**config.mk**
```make
export PLATFORM = sky130hd
export DESIGN_NAME = txd_tx_dma
export DESIGN_NICKNAME = d
export VERILOG_FILES = /design/src/rtl/txd_pkg.sv /design/src/rtl/txd_streamer.sv /design/src/rtl/txd_walker.sv /design/src/rtl/txd_tx_dma.sv
export SDC_FILE = /design/constraint.sdc
export NUM_CORES = 1
export LEC_CHECK = 0
export ABC_AREA = 1
export BUFFER_PORTS_ARGS = -buffer_cell sky130_fd_sc_hd__buf_2
export CAP_MARGIN = 20
export CORE_MARGIN = 4
export CORE_UTILIZATION = 45
export CTS_CLUSTER_SIZE = 8
export DETAILED_ROUTE_END_ITERATION = 8
export PLACE_DENSITY = 0.73
export SLEW_MARGIN = 20
export SYNTH_ARGS = -nofsm -noshare
export SYNTH_HDL_FRONTEND = slang
export SYNTH_SLANG_ARGS = --single-unit
```
**constraint.sdc**
```tcl
create_clock -name clk -period 6.2 [get_ports clk]
set_clock_uncertainty 0.2 [all_clocks]
set_input_delay 0.62 -clock clk [delete_from_list [all_inputs] [get_ports clk]]
set_output_delay 0.62 -clock clk [all_outputs]
set_load 0.01 [all_outputs]
```
**src/rtl/txd_pkg.sv**
```systemverilog
package txd_pkg;
  parameter int unsigned TXD_AW = 32;
  localparam int unsigned WORD_W = 32;
  localparam int unsigned SIZE_W = 11;
  localparam int unsigned DESC_BYTES = 16;

  // decoded control word of one descriptor
  typedef struct packed {
    logic              irq_on_done;
    logic              last_seg;
    logic              first_seg;
    logic              no_crc;
    logic              ring_end;
    logic              chained;
    logic              no_pad;
    logic [SIZE_W-1:0] len2;
    logic [SIZE_W-1:0] len1;
  } ctrl_t;

  function automatic ctrl_t decode_ctrl(input logic [WORD_W-1:0] w);
    ctrl_t c;
    c.irq_on_done = w[31];
    c.last_seg    = w[30];
    c.first_seg   = w[29];
    c.no_crc      = w[26];
    c.ring_end    = w[25];
    c.chained     = w[24];
    c.no_pad      = w[23];
    c.len2        = w[21:11];
    c.len1        = w[10:0];
    return c;
  endfunction

  // second buffer is sent only when the link word is not a chain pointer
  function automatic logic uses_second(input ctrl_t c);
    return !c.chained && (c.len2 != '0);
  endfunction

  // value written back: ownership cleared, error summary and underflow on late data
  function automatic logic [WORD_W-1:0] wb_status(input logic urun);
    logic [WORD_W-1:0] s;
    s     = '0;
    s[15] = urun;
    s[1]  = urun;
    return s;
  endfunction

  function automatic logic [TXD_AW-1:0] next_desc(input ctrl_t c,
                                                  input logic [TXD_AW-1:0] cur,
                                                  input logic [TXD_AW-1:0] base,
                                                  input logic [TXD_AW-1:0] link);
    if (c.ring_end) return base;
    if (c.chained)  return link;
    return cur + TXD_AW'(DESC_BYTES);
  endfunction

  function automatic logic [7:0] pick_byte(input logic [WORD_W-1:0] w, input logic [1:0] lane);
    return w[8*lane +: 8];
  endfunction
endpackage

```
**src/rtl/txd_streamer.sv**
```systemverilog
module txd_streamer import txd_pkg::*; #(
  parameter int unsigned AW    = TXD_AW,
  parameter int unsigned LEN_W = SIZE_W
) (
  input  logic             clk,
  input  logic             rst_n,
  input  logic             go,
  input  logic [AW-1:0]    base,
  input  logic [LEN_W-1:0] len,
  input  logic             sof_in,
  input  logic             eof_in,
  output logic             rd_req,
  output logic [AW-1:0]    rd_addr,
  input  logic             mem_ack,
  input  logic [WORD_W-1:0] mem_rdata,
  output logic             tx_valid,
  input  logic             tx_ready,
  output logic [7:0]       tx_data,
  output logic             tx_sof,
  output logic             tx_eof,
  output logic             done
);
  logic              active;
  logic              wvalid;
  logic [AW-1:0]     ptr;
  logic [LEN_W-1:0]  left;
  logic [WORD_W-1:0] word_q;
  logic              sof_q, eof_q, done_q;

  // internal events brought out for the assertions
  logic byte_taken;
  logic last_byte;

  assign byte_taken = active && wvalid && tx_ready;
  assign last_byte  = (left == LEN_W'(1));

  assign rd_req   = active && !wvalid;
  assign rd_addr  = {ptr[AW-1:2], 2'b00};
  assign tx_valid = active && wvalid;
  assign tx_data  = pick_byte(word_q, ptr[1:0]);
  assign tx_sof   = tx_valid && sof_q;
  assign tx_eof   = tx_valid && eof_q && last_byte;
  assign done     = done_q;

  always_ff @(posedge clk) begin
    if (!rst_n) begin
      active <= 1'b0;
      wvalid <= 1'b0;
      ptr    <= '0;
      left   <= '0;
      word_q <= '0;
      sof_q  <= 1'b0;
      eof_q  <= 1'b0;
      done_q <= 1'b0;
    end else begin
      done_q <= 1'b0;
      if (go) begin
        ptr    <= base;
        left   <= len;
        sof_q  <= sof_in;
        eof_q  <= eof_in;
        wvalid <= 1'b0;
        if (len == '0) begin
          active <= 1'b0;
          done_q <= 1'b1;
        end else begin
          active <= 1'b1;
        end
      end else if (active) begin
        if (!wvalid && mem_ack) begin
          word_q <= mem_rdata;
          wvalid <= 1'b1;
        end else if (byte_taken) begin
          ptr   <= ptr + AW'(1);
          left  <= left - LEN_W'(1);
          sof_q <= 1'b0;
          if (ptr[1:0] == 2'b11) wvalid <= 1'b0;
          if (last_byte) begin
            active <= 1'b0;
            wvalid <= 1'b0;
            done_q <= 1'b1;
          end
        end
      end
    end
  end

  // an offered byte stays put until it is taken
  assert_byte_hold_R12: assert property (@(posedge clk) disable iff (!rst_n)
    (tx_valid && !tx_ready) |=> (tx_valid && $stable(tx_data) && $stable(tx_eof)));

  // the frame-end byte is the last one of its buffer
  assert_eof_closes_R8: assert property (@(posedge clk) disable iff (!rst_n)
    (tx_valid && tx_ready && tx_eof) |=> !tx_valid);

  // the done pulse follows either the last byte or an empty start
  assert_done_cause_R4: assert property (@(posedge clk) disable iff (!rst_n)
    done |-> ($past(byte_taken && last_byte) || $past(go && len == '0)));
endmodule

```
**src/rtl/txd_walker.sv**
```systemverilog
module txd_walker import txd_pkg::*; (
  input  logic              clk,
  input  logic              rst_n,
  input  logic [TXD_AW-1:0] ring_base,
  input  logic              poll_kick,
  output logic              wk_req,
  output logic              wk_we,
  output logic [TXD_AW-1:0] wk_addr,
  output logic [WORD_W-1:0] wk_wdata,
  input  logic              mem_ack,
  input  logic [WORD_W-1:0] mem_rdata,
  output logic              st_go,
  output logic [TXD_AW-1:0] st_base,
  output logic [SIZE_W-1:0] st_len,
  output logic              st_sof,
  output logic              st_eof,
  input  logic              st_done,
  input  logic              tx_underrun,
  output logic              hdr_no_crc,
  output logic              hdr_no_pad,
  output logic              evt_no_buf,
  output logic              evt_tx_done
);
  typedef enum logic [2:0] {W_IDLE, W_DESC, W_BUF1, W_BUF2, W_WB} wstate_t;

  wstate_t           state;
  logic [1:0]        idx;
  logic [TXD_AW-1:0] cur;
  logic [TXD_AW-1:0] buf1_q;
  logic [TXD_AW-1:0] link_q;
  ctrl_t             ctrl_q;
  logic              at_base;
  logic              urun;
  logic              go_q, nobuf_q, done_q;

  // named internal events for the assertions
  logic stat_seen;
  logic host_owned;
  logic wb_acked;

  assign stat_seen  = (state == W_DESC) && (idx == 2'd0) && mem_ack;
  assign host_owned = stat_seen && !mem_rdata[31];
  assign wb_acked   = (state == W_WB) && mem_ack;

  assign wk_req   = (state == W_DESC) || (state == W_WB);
  assign wk_we    = (state == W_WB);
  assign wk_addr  = cur + {{(TXD_AW-4){1'b0}}, idx, 2'b00};
  assign wk_wdata = wb_status(urun);

  assign st_go   = go_q;
  assign st_base = (state == W_BUF2) ? link_q : buf1_q;
  assign st_len  = (state == W_BUF2) ? ctrl_q.len2 : ctrl_q.len1;
  assign st_sof  = (state == W_BUF2) ? (ctrl_q.first_seg && ctrl_q.len1 == '0)
                                     : ctrl_q.first_seg;
  assign st_eof  = (state == W_BUF2) ? ctrl_q.last_seg
                                     : (ctrl_q.last_seg && !uses_second(ctrl_q));

  assign hdr_no_crc  = ctrl_q.no_crc;
  assign hdr_no_pad  = ctrl_q.no_pad;
  assign evt_no_buf  = nobuf_q;
  assign evt_tx_done = done_q;

  always_ff @(posedge clk) begin
    if (!rst_n) begin
      state   <= W_IDLE;
      idx     <= 2'd0;
      cur     <= '0;
      buf1_q  <= '0;
      link_q  <= '0;
      ctrl_q  <= '0;
      at_base <= 1'b1;
      urun    <= 1'b0;
      go_q    <= 1'b0;
      nobuf_q <= 1'b0;
      done_q  <= 1'b0;
    end else begin
      go_q    <= 1'b0;
      nobuf_q <= 1'b0;
      done_q  <= 1'b0;
      if ((state == W_BUF1 || state == W_BUF2) && tx_underrun) urun <= 1'b1;
      case (state)
        W_IDLE: begin
          if (poll_kick) begin
            if (at_base) cur <= ring_base;
            at_base <= 1'b0;
            idx     <= 2'd0;
            state   <= W_DESC;
          end
        end
        W_DESC: begin
          if (mem_ack) begin
            case (idx)
              2'd0: begin
                urun <= 1'b0;
                if (!mem_rdata[31]) begin
                  nobuf_q <= 1'b1;
                  state   <= W_IDLE;
                end else begin
                  idx <= 2'd1;
                end
              end
              2'd1: begin
                ctrl_q <= decode_ctrl(mem_rdata);
                idx    <= 2'd2;
              end
              2'd2: begin
                buf1_q <= mem_rdata;
                idx    <= 2'd3;
              end
              default: begin
                link_q <= mem_rdata;
                idx    <= 2'd0;
                go_q   <= 1'b1;
                state  <= W_BUF1;
              end
            endcase
          end
        end
        W_BUF1: begin
          if (st_done) begin
            if (uses_second(ctrl_q)) begin
              go_q  <= 1'b1;
              state <= W_BUF2;
            end else begin
              state <= W_WB;
            end
          end
        end
        W_BUF2: begin
          if (st_done) state <= W_WB;
        end
        W_WB: begin
          if (mem_ack) begin
            done_q <= ctrl_q.last_seg && ctrl_q.irq_on_done;
            cur    <= next_desc(ctrl_q, cur, ring_base, link_q);
            state  <= W_DESC;
          end
        end
        default: state <= W_IDLE;
      endcase
    end
  end

  // after a software-owned status word the engine stops asking for memory
  assert_park_quiet_R3: assert property (@(posedge clk) disable iff (!rst_n)
    evt_no_buf |-> !wk_req);

  // the buffer-unavailable pulse comes from a status read with ownership clear
  assert_nobuf_cause_R3: assert property (@(posedge clk) disable iff (!rst_n)
    evt_no_buf |-> $past(host_owned));

  // the two events never coincide
  assert_evt_excl_R10: assert property (@(posedge clk) disable iff (!rst_n)
    $onehot0({evt_no_buf, evt_tx_done}));

  // a kick while busy leaves the walker busy
  assert_kick_busy_R13: assert property (@(posedge clk) disable iff (!rst_n)
    (poll_kick && state == W_BUF1 && !st_done) |=> (state != W_IDLE));
endmodule

```
**src/rtl/txd_tx_dma.sv**
```systemverilog
module txd_tx_dma import txd_pkg::*; (
  input  logic              clk,
  input  logic              rst_n,
  input  logic [TXD_AW-1:0] ring_base,
  input  logic              poll_kick,
  output logic              mem_req,
  output logic              mem_we,
  output logic [TXD_AW-1:0] mem_addr,
  output logic [WORD_W-1:0] mem_wdata,
  input  logic              mem_ack,
  input  logic [WORD_W-1:0] mem_rdata,
  output logic              tx_valid,
  input  logic              tx_ready,
  output logic [7:0]        tx_data,
  output logic              tx_sof,
  output logic              tx_eof,
  output logic              tx_no_crc,
  output logic              tx_no_pad,
  input  logic              tx_underrun,
  output logic              evt_no_buf,
  output logic              evt_tx_done
);
  logic              wk_req, wk_we;
  logic [TXD_AW-1:0] wk_addr;
  logic [WORD_W-1:0] wk_wdata;
  logic              st_go, st_sof, st_eof, st_done;
  logic [TXD_AW-1:0] st_base;
  logic [SIZE_W-1:0] st_len;
  logic              sr_req;
  logic [TXD_AW-1:0] sr_addr;
  logic              hdr_no_crc, hdr_no_pad;

  txd_walker u_walk (
    .clk         (clk),
    .rst_n       (rst_n),
    .ring_base   (ring_base),
    .poll_kick   (poll_kick),
    .wk_req      (wk_req),
    .wk_we       (wk_we),
    .wk_addr     (wk_addr),
    .wk_wdata    (wk_wdata),
    .mem_ack     (mem_ack),
    .mem_rdata   (mem_rdata),
    .st_go       (st_go),
    .st_base     (st_base),
    .st_len      (st_len),
    .st_sof      (st_sof),
    .st_eof      (st_eof),
    .st_done     (st_done),
    .tx_underrun (tx_underrun),
    .hdr_no_crc  (hdr_no_crc),
    .hdr_no_pad  (hdr_no_pad),
    .evt_no_buf  (evt_no_buf),
    .evt_tx_done (evt_tx_done)
  );

  txd_streamer #(.AW(TXD_AW), .LEN_W(SIZE_W)) u_strm (
    .clk       (clk),
    .rst_n     (rst_n),
    .go        (st_go),
    .base      (st_base),
    .len       (st_len),
    .sof_in    (st_sof),
    .eof_in    (st_eof),
    .rd_req    (sr_req),
    .rd_addr   (sr_addr),
    .mem_ack   (mem_ack),
    .mem_rdata (mem_rdata),
    .tx_valid  (tx_valid),
    .tx_ready  (tx_ready),
    .tx_data   (tx_data),
    .tx_sof    (tx_sof),
    .tx_eof    (tx_eof),
    .done      (st_done)
  );

  // descriptor traffic and buffer traffic never overlap in time
  assign mem_req   = wk_req || sr_req;
  assign mem_we    = wk_we;
  assign mem_addr  = wk_req ? wk_addr : sr_addr;
  assign mem_wdata = wk_wdata;
  assign tx_no_crc = tx_valid && hdr_no_crc;
  assign tx_no_pad = tx_valid && hdr_no_pad;

  // a request keeps its address and direction until acknowledged
  assert_req_hold_R12: assert property (@(posedge clk) disable iff (!rst_n)
    (mem_req && !mem_ack) |=> (mem_req && $stable(mem_addr) && $stable(mem_we)));

  // no status write while a byte is on offer
  assert_no_wb_in_stream_R9: assert property (@(posedge clk) disable iff (!rst_n)
    tx_valid |-> !(mem_req && mem_we));

  // completion follows an acknowledged write
  assert_done_after_wb_R10: assert property (@(posedge clk) disable iff (!rst_n)
    evt_tx_done |-> $past(mem_req && mem_we && mem_ack));

  // the two sources never request at once
  assert_one_master_R1: assert property (@(posedge clk) disable iff (!rst_n)
    !(wk_req && sr_req));
endmodule

```
==> results by group <==
Critical path
  – Most common cell on crit path: inv_2
  – Max incr delay on CP: 0.64 ns
  – Crit path DAT: 3.05 ns
  – RR Startpoint: u_walk.st_go
  – Reg2reg setup slack: 3.08 ns
  – Startpoint types: flop
  – Worst-path cell with the longest stage delay: nor2_4
  – Ordered cell list for the critical path: inv_2, nand3_2, inv_4, nor2_4, inv_2, o21ai_0, buf_2
  – Worst R2R End: u_strm.word_q[31]
  – Setup CP Type: reg -> out
  – Worst Path Buf+Inv: 4
  – Reg2Reg Depth: 6
  – Crit path capture type: primary output
  – WP data required: 5.38 ns
  – Crit-path leading delay family: buffers and inverters
  – Max FO, Critical Path: 36

Placed design
  – Final HPWL DP: 28.63 mm
  – IO buf count: 120
  – Placed Instances: 2242
  – Post-place setup slack: 3.000 ns
  – RD Place Congestion: 1.010

GRT
  – Initial antenna violation count: 0
  – First-pass GRT wire length: 63.09 mm
  – Largest net degree at the start of global routing: 95
  – Total global routing track utilization: 26.49%
  – GR Overflow Total: 0
  – Vias in the first global route: 11620

Die
  – Die width: 172.4 µm
  – Cell Rows: 59
  – Die Height: 172.4 µm
  – Core Footprint: 0.02635 mm²
  – Die area: 0.02972 mm²
  – Starting Density: 46.14%
  – Number of I/O pins: 151

Logic synthesis
  – FF+latch count, synth: 215
  – Syn Area/Cell: 6.465 µm²
  – Mapped Cells: 1881
  – Mapped Area: 0.01216 mm²
  – Asr flop ratio synth: 0%
  – Largest family of logic cells by synthesized area: simple AND/OR/NAND/NOR gates
  – Synth Area in XOR/XNOR: 3.025%
  – Yosys warns: 0
  – Synth Area in Adders: 1.194%
  – Multiplexer area fraction after synthesis: 0%
  – Primary FF master, synth: dfxtp_1
  – Simple-gate share of the synthesized area: 26.18%
  – Yosys cell types: 46
  – Register area share after synthesis: 35.39%
  – Synth Area in Compound Gates: 23.21%
  – Post-synth EDFFs: 0

STA
  – Slew HR: 29.46%
  – Tcrit/Tclk final: 62.40%
  – Slew @ Worst Pin: 1.056 ns
  – Final setup TNS: 0 ns
  – Setup Viol. Count Final: 0
  – Final worst slack: 2.331 ns
  – RSZ-0062 raised after global routing: false
  – Period minus WS final: 3.869 ns
  – Slew Viols, Final: 0
  – Final hold vios: 0
  – Max frequency: 258.5 MHz

Drt
  – Via total after detailed routing: 12700
  – Post-route DRC: 0
  – Detailed Route WL: 40.32 mm
  – Vias per Instance: 5.583
  – Iteration-0 DRC count of the detailed router: 1288
  – Drt first pass iters: 6
  – Routed Antenna Nets: 0
  – Mean routed wirelength per cell: 17.73 µm

Clock tree
  – H-tree Lvls: 1
  – Postcts setup bufs: 0
  – Clock tree sinks: 215
  – Post-cts gate resize count: 0
  – Hold buffer count at cts: 0
  – Worst-path clk slew: 0.05 ns
  – TritonCTS clock tree: done
  – CTS max path bufs: 3
  – Number of CTS-inserted buffers: 30
  – Clk Latency, worst-skew pair: 0.58 ns
  – Clock Tree Root: clkbuf_16

Layout
  – Fill cell count: 2657
  – Share of cells above drive strength 1: 10.06%
  – Synth-to-Final Area Change: 10.89%
  – Antenna fix cells: 0
  – Layout Cells excl Fill: 2274
  – Finished Core Util: 51.17%
  – # nets final: 2020

Hold path
  – HP Start: mem_rdata[31]
  – WHS Path Cells: 2
  – Hold Path Class: in -> reg
  – Worst Hold End: u_walk.evt_no_buf

Job
  – Max-cap violations: 0

Pwr
  – Tot Pwr: 3.564 mW
  – Power Density: 264.3 mW/mm²
  – Leakage power: 5.284 nW
  – Peak supply drop: 0.1879 mV

Status
  – Status: finished clean
==> cell usage in the layout, fill, tap and decap left out, types with 30 or more instances in the layout <==
master | synthesis | final
a21oi_1 | 195 | 195
buf_2 | 29 | 119
clkbuf_16 | 0 | 30
conb_1 | 1 | 30
dfxtp_1 | 215 | 215
inv_1 | 154 | 154
nand2_1 | 334 | 334
nand3_1 | 81 | 80
nor2_1 | 303 | 303
o21ai_0 | 258 | 258
xor2_1 | 35 | 35
==> logic make-up after synthesis <==
family / after synthesis
buffers and inverters: 298
AO/OA/AOI/OAI: 539
flip-flops: 215
AND/OR/NAND/NOR: 775
XOR/XNOR: 42
other: 1
adder cells (fa/ha/maj): 11
==> layer usage <==
| metal | wire length, µm | part of all wire, % | global-route usage (%) | vias to the layer above |
|---|---|---|---|---|
| met1 | 18140 | 45 | 38.78 | 5804 |
| met2 | 17600 | 44 | 41.67 | 605 |
| met3 | 3679 | 9.1 | 3.475 | 66 |
| met5 | 0 | 0 | 0 | - |
| met4 | 901 | 2.2 | 5.947 | 0 |
| li1 | - | - | - | 6221 |
==> stage by stage <==
step	cell area [µm²]	hold slack [ns]
6_report	13480	0.09830
5_1_grt	13480	0.1019
4_1_cts	13470	0.09041
3_5_place_dp	12690	0.2474
3_3_place_gp	12660	0.2353
2_1_floorplan	12270	0.2196
==> worst reg2reg max path, delay by kind of cell, from the launching register on <==
family	cells	cell delay, ns
buf+inv	2	1.15
simple gates	2	0.92
compound gates	2	0.41
flops	1	0.31
==> state kept, by name, indices dropped and copies added (netlist names) <==
name / flops
u_strm.wvalid: 1
u_strm.done: 1
u_strm.sof_q: 1
u_strm.left: 11
u_walk.st_go: 1
u_walk.evt_no_buf: 1
u_walk.urun: 1
u_walk.at_base: 1
u_walk.state: 3
u_walk.buf1_q: 32
u_walk.hdr_no_pad: 1
u_walk.link_q: 32
u_strm.active: 1
u_walk.cur: 32
u_walk.hdr_no_crc: 1
u_strm.eof_q: 1
u_walk.ctrl_q: 27
u_walk.idx: 2
u_strm.ptr: 32
u_strm.word_q: 32
u_walk.evt_tx_done: 1
==> report_power, final <==
group	internal, mW	switching [mW]	total, mW
clock	0.847	0.595	1.44
sequential	1.45	0.0935	1.54
combinational	0.183	0.396	0.579
==> cell type report <==
cell class,instances,area (µm²),area share (%)
clock inverter,1,30.03,0.2227
tap,335,419.2,3.108
sequential,215,4304,31.92
multi-input combinational,1397,6649,49.31
inverter,163,614.3,4.556
clock buffer,31,754.5,5.595
timing repair buffer,132,713.2,5.289
==> worst max-delay path by stage <==
stage | startpoint | to | depth (start not counted)
finish | u_walk.state[2] | mem_addr[22] | 7
detailed placement | mem_ack | u_strm.word_q[31] | 7
CTS | u_walk.state[2] | mem_addr[22] | 7
floorplan | u_walk.idx[0] | mem_addr[14] | 10
global route | u_walk.state[2] | mem_addr[29] | 8
global placement | mem_ack | u_strm.word_q[31] | 7
==> cell usage after synthesis, types with 10 or more instances <==
| cell type | instances | share of area [%] |
|---|---|---|
| a21oi_1 | 195 | 8.0 |
| a31oi_1 | 18 | 0.93 |
| buf_2 | 29 | 1.2 |
| buf_4 | 41 | 2.5 |
| clkbuf_1 | 56 | 1.7 |
| dfxtp_1 | 215 | 35 |
| ha_1 | 10 | 1.0 |
| inv_1 | 154 | 4.8 |
| nand2_1 | 334 | 10 |
| nand3_1 | 81 | 3.3 |
| nand4_1 | 14 | 0.72 |
| nor2_1 | 303 | 9.4 |
| nor3_1 | 16 | 0.66 |
| o211ai_1 | 12 | 0.74 |
| o21ai_0 | 258 | 11 |
| o21ai_1 | 27 | 1.1 |
| o22ai_1 | 11 | 0.57 |
| xor2_1 | 35 | 2.5 |
Note: power is estimated with default switching activity, not from simulation.
